## src/rtl/dp_alu_pkg.sv

```systemverilog
package dp_alu_pkg;

    typedef enum logic [1:0] {
        FN_AND  = 2'b00,
        FN_OR   = 2'b01,
        FN_NOTB = 2'b10,
        FN_SUM  = 2'b11
    } alu_fn_e;

    typedef enum logic [1:0] {
        SH_NONE  = 2'b00,
        SH_LEFT  = 2'b01,
        SH_RIGHT = 2'b10,
        SH_BAD   = 2'b11
    } shift_req_e;

endpackage

```

## src/rtl/alu_opnd_gate.sv

```systemverilog
module alu_opnd_gate #(
    parameter int W = 32
) (
    input  logic [W-1:0] din,
    input  logic         enable,
    input  logic         invert,
    output logic [W-1:0] dout
);
    logic [W-1:0] gated;

    always_comb begin
        gated = enable ? din : '0;
        dout  = gated ^ {W{invert}};
    end
endmodule

```

## src/rtl/alu_logic_core.sv

```systemverilog
module alu_logic_core
    import dp_alu_pkg::*;
#(
    parameter int W = 32
) (
    input  logic [W-1:0] op_a,
    input  logic [W-1:0] op_b,
    input  alu_fn_e      fn,
    input  logic         carry_in,
    output logic [W-1:0] fout
);
    logic [W-1:0] sum;

    always_comb begin
        sum = op_a + op_b + W'(carry_in);
        unique case (fn)
            FN_AND:  fout = op_a & op_b;
            FN_OR:   fout = op_a | op_b;
            FN_NOTB: fout = ~op_b;
            FN_SUM:  fout = sum;
            default: fout = '0;
        endcase
    end
endmodule

```

## src/rtl/alu_post_shift.sv

```systemverilog
module alu_post_shift
    import dp_alu_pkg::*;
#(
    parameter int W     = 32,
    parameter int SHAMT = 8
) (
    input  logic [W-1:0] din,
    input  logic         left_req,
    input  logic         right_req,
    output logic [W-1:0] dout,
    output logic         bad_req
);
    shift_req_e   req;
    logic [W-1:0] lft;
    logic [W-1:0] rgt;

    always_comb begin
        req = shift_req_e'({right_req, left_req});
        lft = {din[W-SHAMT-1:0], {SHAMT{1'b0}}};
        rgt = {din[W-1], din[W-1:1]};
        bad_req = 1'b0;
        unique case (req)
            SH_NONE:  dout = din;
            SH_LEFT:  dout = lft;
            SH_RIGHT: dout = rgt;
            SH_BAD: begin
                dout    = din;
                bad_req = 1'b1;
            end
            default:  dout = din;
        endcase
    end
endmodule

```

## src/rtl/alu_flag_reg.sv

```systemverilog
module alu_flag_reg #(
    parameter int W = 32
) (
    input  logic         clk,
    input  logic         rst_n,
    input  logic [W-1:0] value,
    output logic         neg_q,
    output logic         zero_q
);
    always_ff @(posedge clk) begin
        if (!rst_n) begin
            neg_q  <= 1'b0;
            zero_q <= 1'b0;
        end else begin
            neg_q  <= value[W-1];
            zero_q <= (value == '0);
        end
    end
endmodule

```

## src/rtl/dpath_alu_unit.sv

```systemverilog
module dpath_alu_unit
    import dp_alu_pkg::*;
#(
    parameter int W     = 32,
    parameter int SHAMT = 8
) (
    input  logic         clk,
    input  logic         rst_n,
    input  logic [W-1:0] opnd_h,
    input  logic [W-1:0] opnd_b,
    input  logic         ena_h,
    input  logic         ena_b,
    input  logic         inv_h,
    input  logic [1:0]   fn_sel,
    input  logic         cin,
    input  logic         sh_left8,
    input  logic         sh_right1,
    output logic [W-1:0] res,
    output logic         shift_err,
    output logic         flag_n,
    output logic         flag_z
);
    logic [W-1:0] a_eff;
    logic [W-1:0] b_eff;
    logic [W-1:0] f_val;

    alu_opnd_gate #(.W(W)) u_gate_a (
        .din(opnd_h), .enable(ena_h), .invert(inv_h), .dout(a_eff)
    );

    alu_opnd_gate #(.W(W)) u_gate_b (
        .din(opnd_b), .enable(ena_b), .invert(1'b0), .dout(b_eff)
    );

    alu_logic_core #(.W(W)) u_core (
        .op_a(a_eff), .op_b(b_eff), .fn(alu_fn_e'(fn_sel)),
        .carry_in(cin), .fout(f_val)
    );

    alu_post_shift #(.W(W), .SHAMT(SHAMT)) u_shift (
        .din(f_val), .left_req(sh_left8), .right_req(sh_right1),
        .dout(res), .bad_req(shift_err)
    );

    alu_flag_reg #(.W(W)) u_flags (
        .clk(clk), .rst_n(rst_n), .value(res),
        .neg_q(flag_n), .zero_q(flag_z)
    );
endmodule

```

## config.mk

```make
export PLATFORM = sky130hd
export DESIGN_NAME = dpath_alu_unit
export DESIGN_NICKNAME = d
export VERILOG_FILES = /design/src/rtl/dp_alu_pkg.sv /design/src/rtl/alu_opnd_gate.sv /design/src/rtl/alu_logic_core.sv /design/src/rtl/alu_post_shift.sv /design/src/rtl/alu_flag_reg.sv /design/src/rtl/dpath_alu_unit.sv
export SDC_FILE = /design/constraint.sdc
export NUM_CORES = 1
export LEC_CHECK = 0
export ABC_AREA = 0
export BUFFER_PORTS_ARGS = -buffer_cell sky130_fd_sc_hd__buf_2
export CORE_MARGIN = 1.5
export CORE_UTILIZATION = 45
export CTS_BUF_LIST = sky130_fd_sc_hd__clkbuf_4 sky130_fd_sc_hd__clkbuf_8
export CTS_CLUSTER_DIAMETER = 80
export DETAILED_ROUTE_END_ITERATION = 7
export HOLD_SLACK_MARGIN = 0.03
export PLACE_DENSITY = 0.78
export SYNTH_ARGS = -nofsm -noshare
export SYNTH_HDL_FRONTEND = slang
export SYNTH_SLANG_ARGS = --single-unit
```

## constraint.sdc

```tcl
create_clock -name clk -period 6.15 [get_ports clk]
set_clock_uncertainty 0.15 [all_clocks]
set_input_delay 0.9225 -clock clk [delete_from_list [all_inputs] [get_ports clk]]
set_output_delay 0.9225 -clock clk [all_outputs]
set_load 0.05 [all_outputs]
```

==> flow_summary.json <==
{
  "outcome": "complete, no violations",
  "worst-path-buf-inv": 4,
  "syn_nets": 926,
  "fin_setup_tns_ns": 0,
  "antenna_found_initial": 0,
  "start_kind": "input port",
  "grt-ovfl-total": 0,
  "syn_to_final_growth_pct": 13.8,
  "rsz0062_at_grt": "false",
  "nFillCells": 1131,
  "ctsRootBufferMaster": "clkbuf_8",
  "totalWireLength_um": 16100,
  "cp_cell_sequence": "buf_2 > buf_4 > nand2_1 > xnor2_1 > inv_1 > ha_1 > and2_1 > a221oi_2 > a21oi_1 > o2111ai_1 > nand2_1 > xnor2_1 > o221ai_1 > a221oi_1 > nor2_1 > buf_2",
  "cts_sinks": 2,
  "port_buffers": 108,
  "cts_tree": "built",
  "postPlaceCellArea_um2": 5560,
  "grt_pass1_wl_um": 25900,
  "multi_input_area_um2": 4360,
  "clk_pin_slew_worst_paths_ns": 0.03,
  "max_slew_margin": 0.343,
  "critPathTopFamily": "compound AO/OA/AOI/OAI gates",
  "nNetsFinal": 1006,
  "gp_congestion": 1.04,
  "timing.hold.ws_ns": 0.792,
  "core-area_um2": 10500,
  "cpPeakStageDelay_ns": 0.59,
  "powerDensity_nw_per_um2": 149,
  "drc": 0,
  "final_layout_size_suffix_gt1_frac": 0.165,
  "final_hold_viol_count": 0,
  "numCtsBuffers": 3,
  "slowest_stage": "a221oi_2",
  "postRouteAntennaNets": 0,
  "die-area_um2": 11600,
  "cp.required_ns": 5.08,
  "ys.flop_type": "dfxtp_1",
  "design_area_um2": 5600,
  "worstMarginPinSlew_ns": 0.981,
  "yosys-top-cells-area": "ha_1, nand2_1, xnor2_1",
  "yosysTopAreaCell": "ha_1",
  "viasPerCell": 6.01,
  "vias": 5995,
  "yosysTopAreaCellShare": 0.170,
  "seq_area_frac_synth": 0.00814,
  "synth_area_per_cell_um2": 6.28,
  "num_antenna_cells": 0,
  "grt_usage": 0.273,
  "cp-end-kind": "output pin",
  "seq_area_um2": 40.0,
  "ys_types": 66,
  "rows": 37,
  "maxCapViolCount": 0,
  "crit_arrival_ns": 4.80,
  "post-route-min-period_ns": 5.87,
  "synth-edff-count": 0,
  "hpwl_um": 13100,
  "post_drt_wl_per_cell_um": 16.1,
  "start_util": 0.470,
  "fin_crit_sh": 0.954,
  "p_leak_nw": 2.80,
  "max_freq_mhz": 170,
  "syn-instance-count": 783,
  "setup_viol": 0,
  "die_w_um": 108,
  "yosys_warnings": 0,
  "cts_buffer_depth": 2,
  "grt_pass1_vias": 5154,
  "io_pins": 109,
  "dieHeight_um": 108,
  "ys_async_sr_fraction": 0,
  "irDropWorstVdd_mv": 0.167,
  "post_cts_buffers": 0,
  "path_max_fanout": 31,
  "ys_ff_latch": 2,
  "drtIter0Drc": 633,
  "worstHoldPathType": "input port to flip-flop",
  "htreeDepth": 1,
  "grt_max_degree": 35,
  "dr.pass1.iters": 6,
  "path_class": "input port to output pin",
  "maxSlewViolCount": 0,
  "syn_area_um2": 4920
}
-- stage by stage --
| step | util | setup WS [ns] | cells | power [mW] |
|---|---|---|---|---|
| CTS | 0.535 | 0.263 | 997 | 0.822 |
| global route | 0.535 | 0.00369 | 997 | 0.900 |
| global placement | 0.531 | 0.292 | 994 | 0.762 |
| detailed placement | 0.531 | 0.279 | 994 | 0.767 |
| floorplan | - | 0.0190 | 783 | 0.579 |
| finish | 0.535 | 0.282 | 997 | 0.836 |
-- synthesized netlist by cell type (all sizes together), types with 5 or more instances --
| library cell | n |
|---|---|
| a31oi | 9 |
| nor2b | 6 |
| a211oi | 23 |
| a22oi | 11 |
| or3 | 7 |
| o21a | 7 |
| ha | 67 |
| o221ai | 9 |
| nand4 | 12 |
| inv | 81 |
| nand2 | 125 |
| nand2b | 6 |
| nor2 | 62 |
| a211o | 7 |
| and3 | 5 |
| buf | 14 |
| o22ai | 8 |
| clkbuf | 36 |
| a21oi | 59 |
| xor2 | 6 |
| and2 | 9 |
| nor3 | 10 |
| a21o | 11 |
| xnor2 | 46 |
| o21ai | 51 |
| nand3 | 10 |
| o211ai | 13 |
-- cells in the final DEF (no fill, tap or decap), types with 11 or more instances in the layout --
master    count
o211ai_1     13
a22oi_1      11
nand4_1      12
nand2_1     124
a211oi_1     23
ha_1         67
buf_2       108
inv_1        81
a21o_1       11
nor2_1       62
xnor2_1      46
a21oi_1      59
buf_4        16
o21ai_0      49
-- where the power goes --
group | internal [mW] | switching, mW | total (mW) | leakage [nW]
clock | 0.0416 | 0.0131 | 0.0547 | 0.0216
combinational | 0.256 | 0.511 | 0.767 | 2.76
sequential | 0.0137 | 0.000185 | 0.0139 | 0.0163
total | 0.311 | 0.525 | 0.836 | 2.80
-- layer usage --
metal | track usage | part of all wire | vias to the layer above
met4 | 0.0479 | 0.015 | 0
met1 | 0.404 | 0.46 | 2749
met2 | 0.436 | 0.44 | 288
met5 | 0 | 0 | -
met3 | 0.0163 | 0.085 | 28
li1 | - | - | 2930
-- sequential cells by signal (all words and copies together), names as in the netlist --
register,count
u_flags.zero_q,1
u_flags.neg_q,1
-- kinds of logic (layout without fill, tap and decap cells) --
logic type,count (synthesis),count (layout),synth area share
muxes,10,10,0.0310
xor gates and xnor gates,52,52,0.0926
buffers and inverters,132,210,0.106
DFF,2,2,0.00814
adders and majority gates,69,69,0.179
and+or+nand+nor,271,271,0.252
AOI/OAI and AO/OA,247,247,0.332
-- path summary, 6_finish.rpt --
check  cells past startpoint  start            end  slack [ns]
max                       16  ena_h        res[19]        0.28
min                        2  rst_n  u_flags.neg_q        0.79
-- layout make-up --
| cell class | instances | share of cell area |
|---|---|---|
| timing repair buffer | 125 | 0.122 |
| inverter | 82 | 0.0550 |
| clock buffer | 3 | 0.00737 |
| tap | 136 | 0.0304 |
| sequential | 2 | 0.00715 |
| multi-input combinational | 649 | 0.779 |
-- what timing repair did --
| action | in CTS | in global routing |
|---|---|---|
| gates resized for setup | 0 | 1 |
| setup endpoints to repair | 0 | 1 |
| hold buffers | 0 | 0 |
Power figures use the tool's default switching activity.
